===== src/rtl/ivt_pkg.sv =====
`timescale 1ns/1ps
// ivt_pkg: register offsets, control bit positions and the stored control
// fields shared by the interval timer modules. Assumes a 32-bit data path.
package ivt_pkg;

    localparam int unsigned OFS_CTRL  = 5'h00;
    localparam int unsigned OFS_STAT  = 5'h04;
    localparam int unsigned OFS_LOAD  = 5'h08;
    localparam int unsigned OFS_MATCH = 5'h0C;
    localparam int unsigned OFS_COUNT = 5'h10;

    localparam int unsigned B_RUN     = 0;
    localparam int unsigned B_RESTART = 1;
    localparam int unsigned B_IRQEN   = 2;
    localparam int unsigned B_REFILL  = 3;
    localparam int unsigned B_SRST    = 16;
    localparam int unsigned B_OVW     = 17;
    localparam int unsigned B_OPT_DBG = 18;
    localparam int unsigned B_OPT_WT  = 19;
    localparam int unsigned B_OPT_STP = 21;
    localparam int unsigned B_SRC_LO  = 24;

    typedef struct packed {
        logic [1:0] src;
        logic       opt_stp;
        logic       opt_wt;
        logic       opt_dbg;
        logic       ovw;
        logic       refill;
        logic       irqen;
        logic       restart;
        logic       run;
    } ctrl_t;

endpackage


===== src/rtl/ivt_srst.sv =====
`timescale 1ns/1ps
// ivt_srst: soft-reset sequencer. A start pulse makes busy high for exactly
// CYCLES clock cycles. Assumes start is only asserted while busy is low.
module ivt_srst #(
    parameter int unsigned CYCLES = 4
) (
    input  logic clk,
    input  logic rst_n,
    input  logic start,
    output logic busy
);
    localparam int unsigned BW = $clog2(CYCLES + 1);

    logic [BW-1:0] remain_q;

    // Load the remaining-cycle count on start, then run it down to zero.
    always_ff @(posedge clk) begin
        if (!rst_n) begin
            remain_q <= '0;
        end else if (start) begin
            remain_q <= BW'(CYCLES);
        end else if (remain_q != '0) begin
            remain_q <= remain_q - 1'b1;
        end
    end

    assign busy = (remain_q != '0);
endmodule


===== src/rtl/ivt_counter.sv =====
`timescale 1ns/1ps
// ivt_counter: the down-counter datapath. Priority: clear, run-rise restart,
// overwrite load, then tick step. Assumes step is never high together with
// rise_ld (the step needs run already set).
module ivt_counter #(
    parameter int unsigned DATA_W = 32
) (
    input  logic              clk,
    input  logic              rst_n,
    input  logic              clr,
    input  logic              step,
    input  logic              rise_ld,
    input  logic              rise_refill,
    input  logic              refill,
    input  logic [DATA_W-1:0] interval,
    input  logic              ovw_ld,
    input  logic [DATA_W-1:0] ovw_val,
    output logic [DATA_W-1:0] count
);
    localparam logic [DATA_W-1:0] ALL_ONES = '1;

    logic [DATA_W-1:0] count_q;
    logic [DATA_W-1:0] at_zero_val;

    // Choose the value taken by a step from zero.
    always_comb begin
        at_zero_val = refill ? interval : ALL_ONES;
    end

    // Update the count according to the priority order above.
    always_ff @(posedge clk) begin
        if (!rst_n || clr) begin
            count_q <= ALL_ONES;
        end else if (rise_ld) begin
            count_q <= rise_refill ? interval : ALL_ONES;
        end else if (ovw_ld) begin
            count_q <= ovw_val;
        end else if (step) begin
            count_q <= (count_q == '0) ? at_zero_val : count_q - 1'b1;
        end
    end

    assign count = count_q;
endmodule


===== src/rtl/ivt_matchflag.sv =====
`timescale 1ns/1ps
// ivt_matchflag: sticky match flag with write-one-to-clear. A match event
// wins over a clearing write in the same cycle; clr wins over both.
module ivt_matchflag (
    input  logic clk,
    input  logic rst_n,
    input  logic clr,
    input  logic hit,
    input  logic wipe,
    output logic flag
);
    logic flag_q;

    // Set on hit, clear on wipe unless hit, hold otherwise.
    always_ff @(posedge clk) begin
        if (!rst_n || clr) begin
            flag_q <= 1'b0;
        end else if (hit) begin
            flag_q <= 1'b1;
        end else if (wipe) begin
            flag_q <= 1'b0;
        end
    end

    assign flag = flag_q;
endmodule


===== src/rtl/ivt_timer.sv =====
`timescale 1ns/1ps
// ivt_timer: register-mapped interval down-counter with match flag, level
// interrupt and self-clearing soft reset. Assumes tick_en is a one-cycle
// qualified pulse in the clk domain and DATA_W is at least 26.
module ivt_timer #(
    parameter int unsigned DATA_W      = 32,
    parameter int unsigned ADDR_W      = 5,
    parameter int unsigned SRST_CYCLES = 4
) (
    input  logic              clk,
    input  logic              rst_n,
    input  logic              tick_en,
    input  logic              reg_wr,
    input  logic [ADDR_W-1:0] reg_addr,
    input  logic [DATA_W-1:0] reg_wdata,
    output logic [DATA_W-1:0] reg_rdata,
    output logic              irq
);
    import ivt_pkg::*;

    localparam logic [ADDR_W-1:0] A_CTRL  = ADDR_W'(OFS_CTRL);
    localparam logic [ADDR_W-1:0] A_STAT  = ADDR_W'(OFS_STAT);
    localparam logic [ADDR_W-1:0] A_LOAD  = ADDR_W'(OFS_LOAD);
    localparam logic [ADDR_W-1:0] A_MATCH = ADDR_W'(OFS_MATCH);
    localparam logic [ADDR_W-1:0] A_COUNT = ADDR_W'(OFS_COUNT);

    ctrl_t             ctrl_q;
    ctrl_t             ctrl_d;
    logic [DATA_W-1:0] load_q;
    logic [DATA_W-1:0] match_q;
    logic [DATA_W-1:0] cnt_q;
    logic              flag_q;
    logic              srst_busy;
    logic              srst_start;
    logic              clr_all;
    logic              wr_ok;
    logic              wr_ctrl;
    logic              wr_stat;
    logic              wr_load;
    logic              wr_match;
    logic              run_rise;
    logic              step;
    logic              hit;
    logic [DATA_W-1:0] ctrl_rd;

    // Decode a write to each register; all writes are blocked during soft reset.
    always_comb begin
        wr_ok      = reg_wr && !srst_busy;
        wr_ctrl    = wr_ok && (reg_addr == A_CTRL);
        wr_stat    = wr_ok && (reg_addr == A_STAT);
        wr_load    = wr_ok && (reg_addr == A_LOAD);
        wr_match   = wr_ok && (reg_addr == A_MATCH);
        srst_start = wr_ctrl && reg_wdata[B_SRST];
        clr_all    = srst_start || srst_busy;
    end

    // Unpack the stored control fields from the write data.
    always_comb begin
        ctrl_d.src     = reg_wdata[B_SRC_LO +: 2];
        ctrl_d.opt_stp = reg_wdata[B_OPT_STP];
        ctrl_d.opt_wt  = reg_wdata[B_OPT_WT];
        ctrl_d.opt_dbg = reg_wdata[B_OPT_DBG];
        ctrl_d.ovw     = reg_wdata[B_OVW];
        ctrl_d.refill  = reg_wdata[B_REFILL];
        ctrl_d.irqen   = reg_wdata[B_IRQEN];
        ctrl_d.restart = reg_wdata[B_RESTART];
        ctrl_d.run     = reg_wdata[B_RUN];
    end

    // Hold the control register; cleared by hard or soft reset.
    always_ff @(posedge clk) begin
        if (!rst_n || clr_all) begin
            ctrl_q <= '0;
        end else if (wr_ctrl) begin
            ctrl_q <= ctrl_d;
        end
    end

    // Hold the interval and match registers.
    always_ff @(posedge clk) begin
        if (!rst_n || clr_all) begin
            load_q  <= '0;
            match_q <= '0;
        end else begin
            if (wr_load) begin
                load_q <= reg_wdata;
            end
            if (wr_match) begin
                match_q <= reg_wdata;
            end
        end
    end

    // Qualify the count step and the match event.
    always_comb begin
        run_rise = wr_ctrl && !srst_start && ctrl_d.run && !ctrl_q.run
                   && ctrl_d.restart;
        step     = ctrl_q.run && (ctrl_q.src != 2'b00) && tick_en;
        hit      = step && (cnt_q == match_q);
    end

    ivt_srst #(
        .CYCLES (SRST_CYCLES)
    ) srst_i (
        .clk   (clk),
        .rst_n (rst_n),
        .start (srst_start),
        .busy  (srst_busy)
    );

    ivt_counter #(
        .DATA_W (DATA_W)
    ) counter_i (
        .clk         (clk),
        .rst_n       (rst_n),
        .clr         (clr_all),
        .step        (step),
        .rise_ld     (run_rise),
        .rise_refill (ctrl_d.refill),
        .refill      (ctrl_q.refill),
        .interval    (load_q),
        .ovw_ld      (wr_load && ctrl_q.ovw),
        .ovw_val     (reg_wdata),
        .count       (cnt_q)
    );

    ivt_matchflag flag_i (
        .clk   (clk),
        .rst_n (rst_n),
        .clr   (clr_all),
        .hit   (hit),
        .wipe  (wr_stat && reg_wdata[0]),
        .flag  (flag_q)
    );

    // Rebuild the control read image, soft-reset bit from the sequencer.
    always_comb begin
        ctrl_rd                   = '0;
        ctrl_rd[B_RUN]            = ctrl_q.run;
        ctrl_rd[B_RESTART]        = ctrl_q.restart;
        ctrl_rd[B_IRQEN]          = ctrl_q.irqen;
        ctrl_rd[B_REFILL]         = ctrl_q.refill;
        ctrl_rd[B_SRST]           = srst_busy;
        ctrl_rd[B_OVW]            = ctrl_q.ovw;
        ctrl_rd[B_OPT_DBG]        = ctrl_q.opt_dbg;
        ctrl_rd[B_OPT_WT]         = ctrl_q.opt_wt;
        ctrl_rd[B_OPT_STP]        = ctrl_q.opt_stp;
        ctrl_rd[B_SRC_LO +: 2]    = ctrl_q.src;
    end

    // Select the read data by offset.
    always_comb begin
        unique case (reg_addr)
            A_CTRL:  reg_rdata = ctrl_rd;
            A_STAT:  reg_rdata = {{(DATA_W-1){1'b0}}, flag_q};
            A_LOAD:  reg_rdata = load_q;
            A_MATCH: reg_rdata = match_q;
            A_COUNT: reg_rdata = cnt_q;
            default: reg_rdata = '0;
        endcase
    end

    assign irq = flag_q && ctrl_q.irqen;
endmodule


===== config.mk =====
export PLATFORM = sky130hd
export DESIGN_NAME = ivt_timer
export DESIGN_NICKNAME = d
export VERILOG_FILES = /design/src/rtl/ivt_pkg.sv /design/src/rtl/ivt_srst.sv /design/src/rtl/ivt_counter.sv /design/src/rtl/ivt_matchflag.sv /design/src/rtl/ivt_timer.sv
export SDC_FILE = /design/constraint.sdc
export NUM_CORES = 1
export LEC_CHECK = 0
export BUFFER_PORTS_ARGS = -buffer_cell sky130_fd_sc_hd__buf_2
export CORE_ASPECT_RATIO = 2
export CORE_MARGIN = 8
export CORE_UTILIZATION = 30
export DETAILED_ROUTE_END_ITERATION = 7
export PLACE_DENSITY = 0.43
export SLEW_MARGIN = 25
export SYNTH_ARGS = -nofsm -noshare
export SYNTH_HDL_FRONTEND = slang
export SYNTH_SLANG_ARGS = --single-unit

===== constraint.sdc =====
create_clock -name clk -period 3.21 [get_ports clk]
set_input_delay 0.321 -clock clk [delete_from_list [all_inputs] [get_ports clk]]
set_output_delay 0.321 -clock clk [all_outputs]
set_load 0.02 [all_outputs]

Word level (Yosys, flattened, before mapping)
Index checks and enable logic that the tools add are counted.

Bits of input ports: 41. Flip-flop bits (word level): 110. RAM bits: 0. Memories: 0. Output and inout port bits: 33. Word-level logic and storage cells: 64. ROM bits: 0. Latch bits: 0.

Add/sub/neg operators: 2. $mul: 0. Mux-type cells: 11. Shifts and indexed selects: 0. Divide/modulo/power cells: 0. Magnitude comparators: 0. Bitwise gates (word level): 1. Equal/unequal tests: 5. Reduce and logical (&&, ||, !) cells: 30.

Operators with widths (count): two-way mux 32 bit (6); one-hot mux 32 bit (5 select lines) (1); equality test 32 bit (1); zero test 32 bit (1); subtractor 32 x 1 -> 32 bit (second input constant) (1); logical AND 1 bit (16); equality test 5 x 4 -> 1 bit (second input constant) (2); two-way mux 3 bit (2); nonzero test 2 bit (3); nonzero test 3 bit (2); equality test 5 x 3 -> 1 bit (second input constant) (1); equality test 5 bit (second input constant) (1); zero test 5 bit (1); zero test 1 bit (4); subtractor 3 x 1 -> 3 bit (second input constant) (1); logical OR 1 bit (2); two-way mux 1 bit (2); OR reduction 2 bit (1); inverter 1 bit (1).

Logic depth before layout (Yosys ltp)
Word-level depth: 11. Gate-level depth with buffers: 11.

Hierarchy
A second synthesis with hierarchy kept.

Cells, all modules: 847. Area total of the unflattened synthesis: 6470.0 um^2.

Modules (own cells, without submodules): ivt_timer (area an instance 3617.2 um^2, cells each 469, instances 1); ivt_counter (area an instance 2645.0 um^2, cells each 356, instances 1); ivt_srst (area an instance 167.7 um^2, cells each 18, instances 1); ivt_matchflag (area an instance 40.0 um^2, cells each 4, instances 1).

Worst setup path before layout
No wires, ideal clock.

Path kind: register to register. Start point: register counter_i.count_q[4] (netlist: counter_i.count[4]). End point: register counter_i.count_q[7] (netlist: counter_i.count[7]). Library setup time: 0.136 ns. Setup slack: 0.866 ns. Path buffers: 2. Clock period less this slack: 2.344 ns. Arrival: 2.208 ns. Stages on the path, launching flop included: 9. Data required time: 3.074 ns. Path through: dfxtp_1 buf_6 or4_1 buf_2 nor4_4 nand3_2 or3_1 a221oi_1 a211oi_1.

Word-level cells in the longest chain between the ends: 5.

Ends and longest elaborated chain: start: declaration (RTL line ivt_counter.sv:22) `logic [DATA_W-1:0] count_q;`; start signal: assignment (RTL line ivt_counter.sv:35) `count_q <= rise_refill ? interval : ALL_ONES;`; start signal: assignment (RTL line ivt_counter.sv:37) `count_q <= ovw_val;`; start signal: assignment (RTL line ivt_counter.sv:39) `count_q <= (count_q == '0) ? at_zero_val : count_q - 1'b1;`; subtractor 32 x 1 -> 32 bit / zero test 32 bit (equally long branches) (RTL line ivt_counter.sv:39); two-way mux 32 bit * (RTL line ivt_counter.sv:39); two-way mux 32 bit * (RTL line ivt_counter.sv:38) `end else if (step) begin`; two-way mux 32 bit * (RTL line ivt_counter.sv:36) `end else if (ovw_ld) begin`; two-way mux 32 bit * (RTL line ivt_counter.sv:34) `end else if (rise_ld) begin`.

Every way passes the cells marked *; elsewhere a longest branch is shown, timed or not. The select of a mux whose other input is x is not followed. A chain may end at the register's enable or synchronous reset.

Worst setup path after layout
Start point: register srst_i.remain_q[0]. End point: register counter_i.count_q[6] (netlist: counter_i.count[6]).

Word-level cells in the longest chain between the ends: 11.

Ends and longest elaborated chain: start: declaration (RTL line ivt_srst.sv:14) `logic [BW-1:0] remain_q;`; start signal: assignment (RTL line ivt_srst.sv:21) `remain_q <= BW'(CYCLES);`; start signal: assignment (RTL line ivt_srst.sv:23) `remain_q <= remain_q - 1'b1;`; nonzero test 3 bit * (RTL line ivt_srst.sv:27) `assign busy = (remain_q != '0);`; zero test 1 bit (RTL line ivt_timer.sv:48) `wr_ok = reg_wr && !srst_busy;`; logical AND 1 bit (RTL line ivt_timer.sv:48); logical AND 1 bit (RTL line ivt_timer.sv:49) `wr_ctrl = wr_ok && (reg_addr == A_CTRL);`; logical AND 1 bit (RTL line ivt_timer.sv:53) `srst_start = wr_ctrl && reg_wdata[B_SRST];`; zero test 1 bit (RTL line ivt_timer.sv:96) `run_rise = wr_ctrl && !srst_start && ctrl_d.run && !ctrl_q.run`; logical AND 1 bit (3 in series) (RTL line ivt_timer.sv:96); logical AND 1 bit (RTL line ivt_timer.sv:97) `&& ctrl_d.restart;`; nonzero test 3 bit (no source line) / two-way mux 32 bit (equally long branches).

Every way passes the cells marked *; elsewhere a longest branch is shown, timed or not.

==> summary.log <==
INFO  run_status     result_of_the_run=complete, no violations
INFO  route          detailedRoute.firstIterationViolations=608
INFO  global_route   number_of_antenna_violations_at_the_first_check_in_global_routing=0
INFO  timing         final.setup.tns=0ns
INFO  logic_synthesis yosysUniqueCellTypes=67
INFO  layout         nets=1008
INFO  layout         layout-drive-gt1-share=0.167
INFO  global_route   grt_first_pass_wirelength=45800um
INFO  floorplanning  dieHeight=226um
INFO  timing         layout_min_cycle_time=3.02ns
INFO  logic_synthesis postSynthNetCount=949
INFO  layout         syn_to_final_growth=17.1%
INFO  timing         final.period_utilization=0.942
INFO  hold_path      hold_crit_class=primary input to flop
INFO  pwr            total_net_switching_power=0.969mW
INFO  clock_network  insertion_delay=0.38ns
INFO  setup_path     critical_path_arrival=3.28ns
INFO  timing         timing.fmax=331MHz
INFO  clock_network  cts-resized-gates=0
INFO  timing         slew-limit-headroom=0.490
INFO  pwr            power_density=391nW/um^2
INFO  timing         layout_setup_ws=0.185ns
INFO  route          post_drt_wl_per_cell=24.5um
INFO  logic_synthesis netlist_instances=903
INFO  timing         rsz_0062_raised_after_global_routing=false
INFO  clock_network  ctsRootBufferMaster=sky130_fd_sc_hd__clkbuf_16
INFO  pwr            p_sw_frac=0.319
INFO  clock_network  cts_buffers=9
INFO  floorplanning  design.core.area=22000um^2
INFO  global_route   grt_max_degree=87
INFO  placed_design  placement.io_buffers=73
INFO  floorplanning  floorplan.initialDensity=0.302
INFO  timing         setup_violations=0
INFO  logic_synthesis number_of_synthesized_flops_with_an_enable_pin=0
INFO  logic_synthesis ys_seq_area_frac=0.332
INFO  layout         final_cell_mix=sky130_fd_sc_hd__nand2_1 (198), sky130_fd_sc_hd__dfxtp_1 (110), sky130_fd_sc_hd__a21oi_1 (100)
INFO  setup_path     worstSetupPathType=flop to flop
INFO  logic_synthesis asyncSetResetFlopFracSynth=0
INFO  route          postRouteAntennaNets=0
INFO  clock_network  cts.clk_slew.worst_paths=0.07ns
INFO  layout         mostFrequentLayoutCell=sky130_fd_sc_hd__nand2_1
INFO  hold_path      worstHoldPathCells=3
INFO  pwr            cellInternalPower=2.07mW
INFO  setup_path     critical_path.endpoint_type=flop
INFO  route          viasPerCell=5.81
INFO  pwr            p_seq_frac=0.460
INFO  global_route   globalRouteTotalUtil=0.224
INFO  setup_path     reg2regPathDepth=10
INFO  placed_design  place_worst_setup_slack=0.270ns
INFO  clock_network  postCtsSetupBuffers=0
INFO  clock_network  hold_buffer_count_at_cts=0
INFO  logic_synthesis synth_area_per_cell=7.35um^2
INFO  pwr            totalPowerFinal=3.04mW
INFO  clock_network  max-clock-path-buffers=2
INFO  setup_path     critical_path.startpoint_type=flop
INFO  placed_design  dpl-instance-area=7520um^2
INFO  logic_synthesis synth_warnings=0
INFO  route          detail_route.drc_violations=0
INFO  floorplanning  die_width=121um
INFO  pwr            worst_vdd_rail_ir_drop=433uV
INFO  logic_synthesis synth.cell_area=6640um^2
INFO  placed_design  dp.final_hpwl=22300um
INFO  layout         antenna-diode-count=0
INFO  global_route   vias_in_the_first_global_route=7171
INFO  timing         report.final.slew_viol_count=0
INFO  logic_synthesis synth_ff_type=sky130_fd_sc_hd__dfxtp_1
INFO  pwr            power_leakage=2.92nW
INFO  setup_path     worst-path-max-fanout=14
INFO  timing         timing.clock.skew=0.00941ns
INFO  route          detailedRoute.firstPassIterationCount=8
INFO  global_route   globalRouteOverflowTotal=0
INFO  timing         finalHoldViolCount=0
INFO  pwr            power.combinational.fraction=0.180
INFO  flow_run       cap_viol_max_count=0
INFO  clock_network  clock_sinks=110
INFO  clock_network  cts_tree=built
INFO  setup_path     critical_path_required=3.46ns
INFO  layout         post-route-cell-area=7770um^2
INFO  logic_synthesis ys_ff_latch=110
INFO  layout         fillCellCount=2391
INFO  floorplanning  fp.dieArea=27400um^2
INFO  clock_network  cts-htree-levels=3
INFO  route          drt-total-wl=30400um
INFO  floorplanning  fp-row-count=77
INFO  timing         tightest_slew=0.757ns
INFO  route          route.vias.total=7208
INFO  floorplanning  num_io_pins=74
INFO  placed_design  placer_congestion=0.931
INFO  pwr            clock_power_share=0.360
==> final cells by class <==
type                            count  area, um^2  share of cell area
Sequential cell                   110        2200               0.283
Tap cell                          276         345              0.0444
Clock inverter                      2        10.0             0.00129
Multi-Input combinational cell    675        3980               0.512
Timing Repair Buffer              134         873               0.112
Clock buffer                       12         246              0.0317
Inverter                           32         120              0.0155
==> critical path: stages (launching register included) <==
cell,delay (ns)
sky130_fd_sc_hd__dfxtp_1,0.34
sky130_fd_sc_hd__inv_1,0.05
sky130_fd_sc_hd__ha_1,0.21
sky130_fd_sc_hd__ha_1,0.35
sky130_fd_sc_hd__and3_1,0.31
sky130_fd_sc_hd__and4_1,0.25
sky130_fd_sc_hd__buf_4,0.19
sky130_fd_sc_hd__nor2_1,0.47
sky130_fd_sc_hd__nand2_1,0.32
sky130_fd_sc_hd__a221oi_1,0.30
sky130_fd_sc_hd__a211oi_1,0.11
==> stage by stage <==
step / util / hold WS [ns] / std cells
6_report: 0.354 / 0.201 / 1241
2_1_floorplan: - / 0.436 / 903
5_1_grt: 0.354 / 0.208 / 1241
4_1_cts: 0.354 / 0.197 / 1241
3_5_place_dp: 0.342 / 0.450 / 1227
3_3_place_gp: 0.342 / 0.442 / 1227
==> power groups by stage <==
stage                     sequential (mW)  combinational [mW]  clock, mW
after CTS                            1.40               0.548       1.11
final                                1.40               0.547       1.09
after global placement               1.43               0.555          0
after detailed placement             1.43               0.546          0
after floorplan                      1.43               0.319          0
after global routing                 1.40               0.590       1.18
==> final timing paths <==
path                 startpoint            endpoint  slack [ns]
max          srst_i.remain_q[0]  counter_i.count[6]        0.19
min               reg_wdata[10]          load_q[10]        0.20
min reg2reg           ctrl_q[1]           ctrl_q[1]        0.46
max reg2reg  srst_i.remain_q[0]  counter_i.count[6]        0.19
==> cell families (layout without fill, tap and decap cells) <==
logic type,Yosys count,count (layout),synth area share
buf+inv,118,180,0.0703
xor+xnor,52,52,0.0686
compound gates,257,257,0.255
fa+ha+maj,5,5,0.00943
flops,110,110,0.332
mux,9,9,0.0140
simple gates,352,352,0.251
==> flip-flops by register name, summed over array words and instances (netlist names) <==
signal / flops
match_q: 32
counter_i.count: 32
ctrl_q: 10
flag_i.flag: 1
srst_i.remain_q: 3
load_q: 32
==> Yosys cell counts (all sizes together) (12+ instances only) <==
| library cell | count | area [um^2] |
|---|---|---|
| nand2 | 198 | 743 |
| dfxtp | 110 | 2200 |
| a21oi | 100 | 500 |
| clkbuf | 73 | 274 |
| xor2 | 37 | 324 |
| o21ai | 36 | 180 |
| inv | 32 | 120 |
| a222oi | 30 | 300 |
| nor2 | 28 | 105 |
| nor3 | 26 | 140 |
| nor4 | 17 | 134 |
| nand3 | 15 | 80.1 |
| o22ai | 15 | 93.8 |
| xnor2 | 15 | 131 |
| and3 | 14 | 87.6 |
| or3 | 14 | 87.6 |
| buf | 13 | 72.6 |
| nand4 | 12 | 75.1 |
==> per-layer routing <==
| metal | global-route usage | share of wire | up-vias |
|---|---|---|---|
| met5 | 0 | 0 | - |
| met4 | 0.142 | 0.057 | 0 |
| met3 | 0.0304 | 0.046 | 80 |
| met2 | 0.400 | 0.53 | 267 |
| met1 | 0.241 | 0.37 | 3501 |
| li1 | - | - | 3360 |
Power figures use the tool's default switching activity.
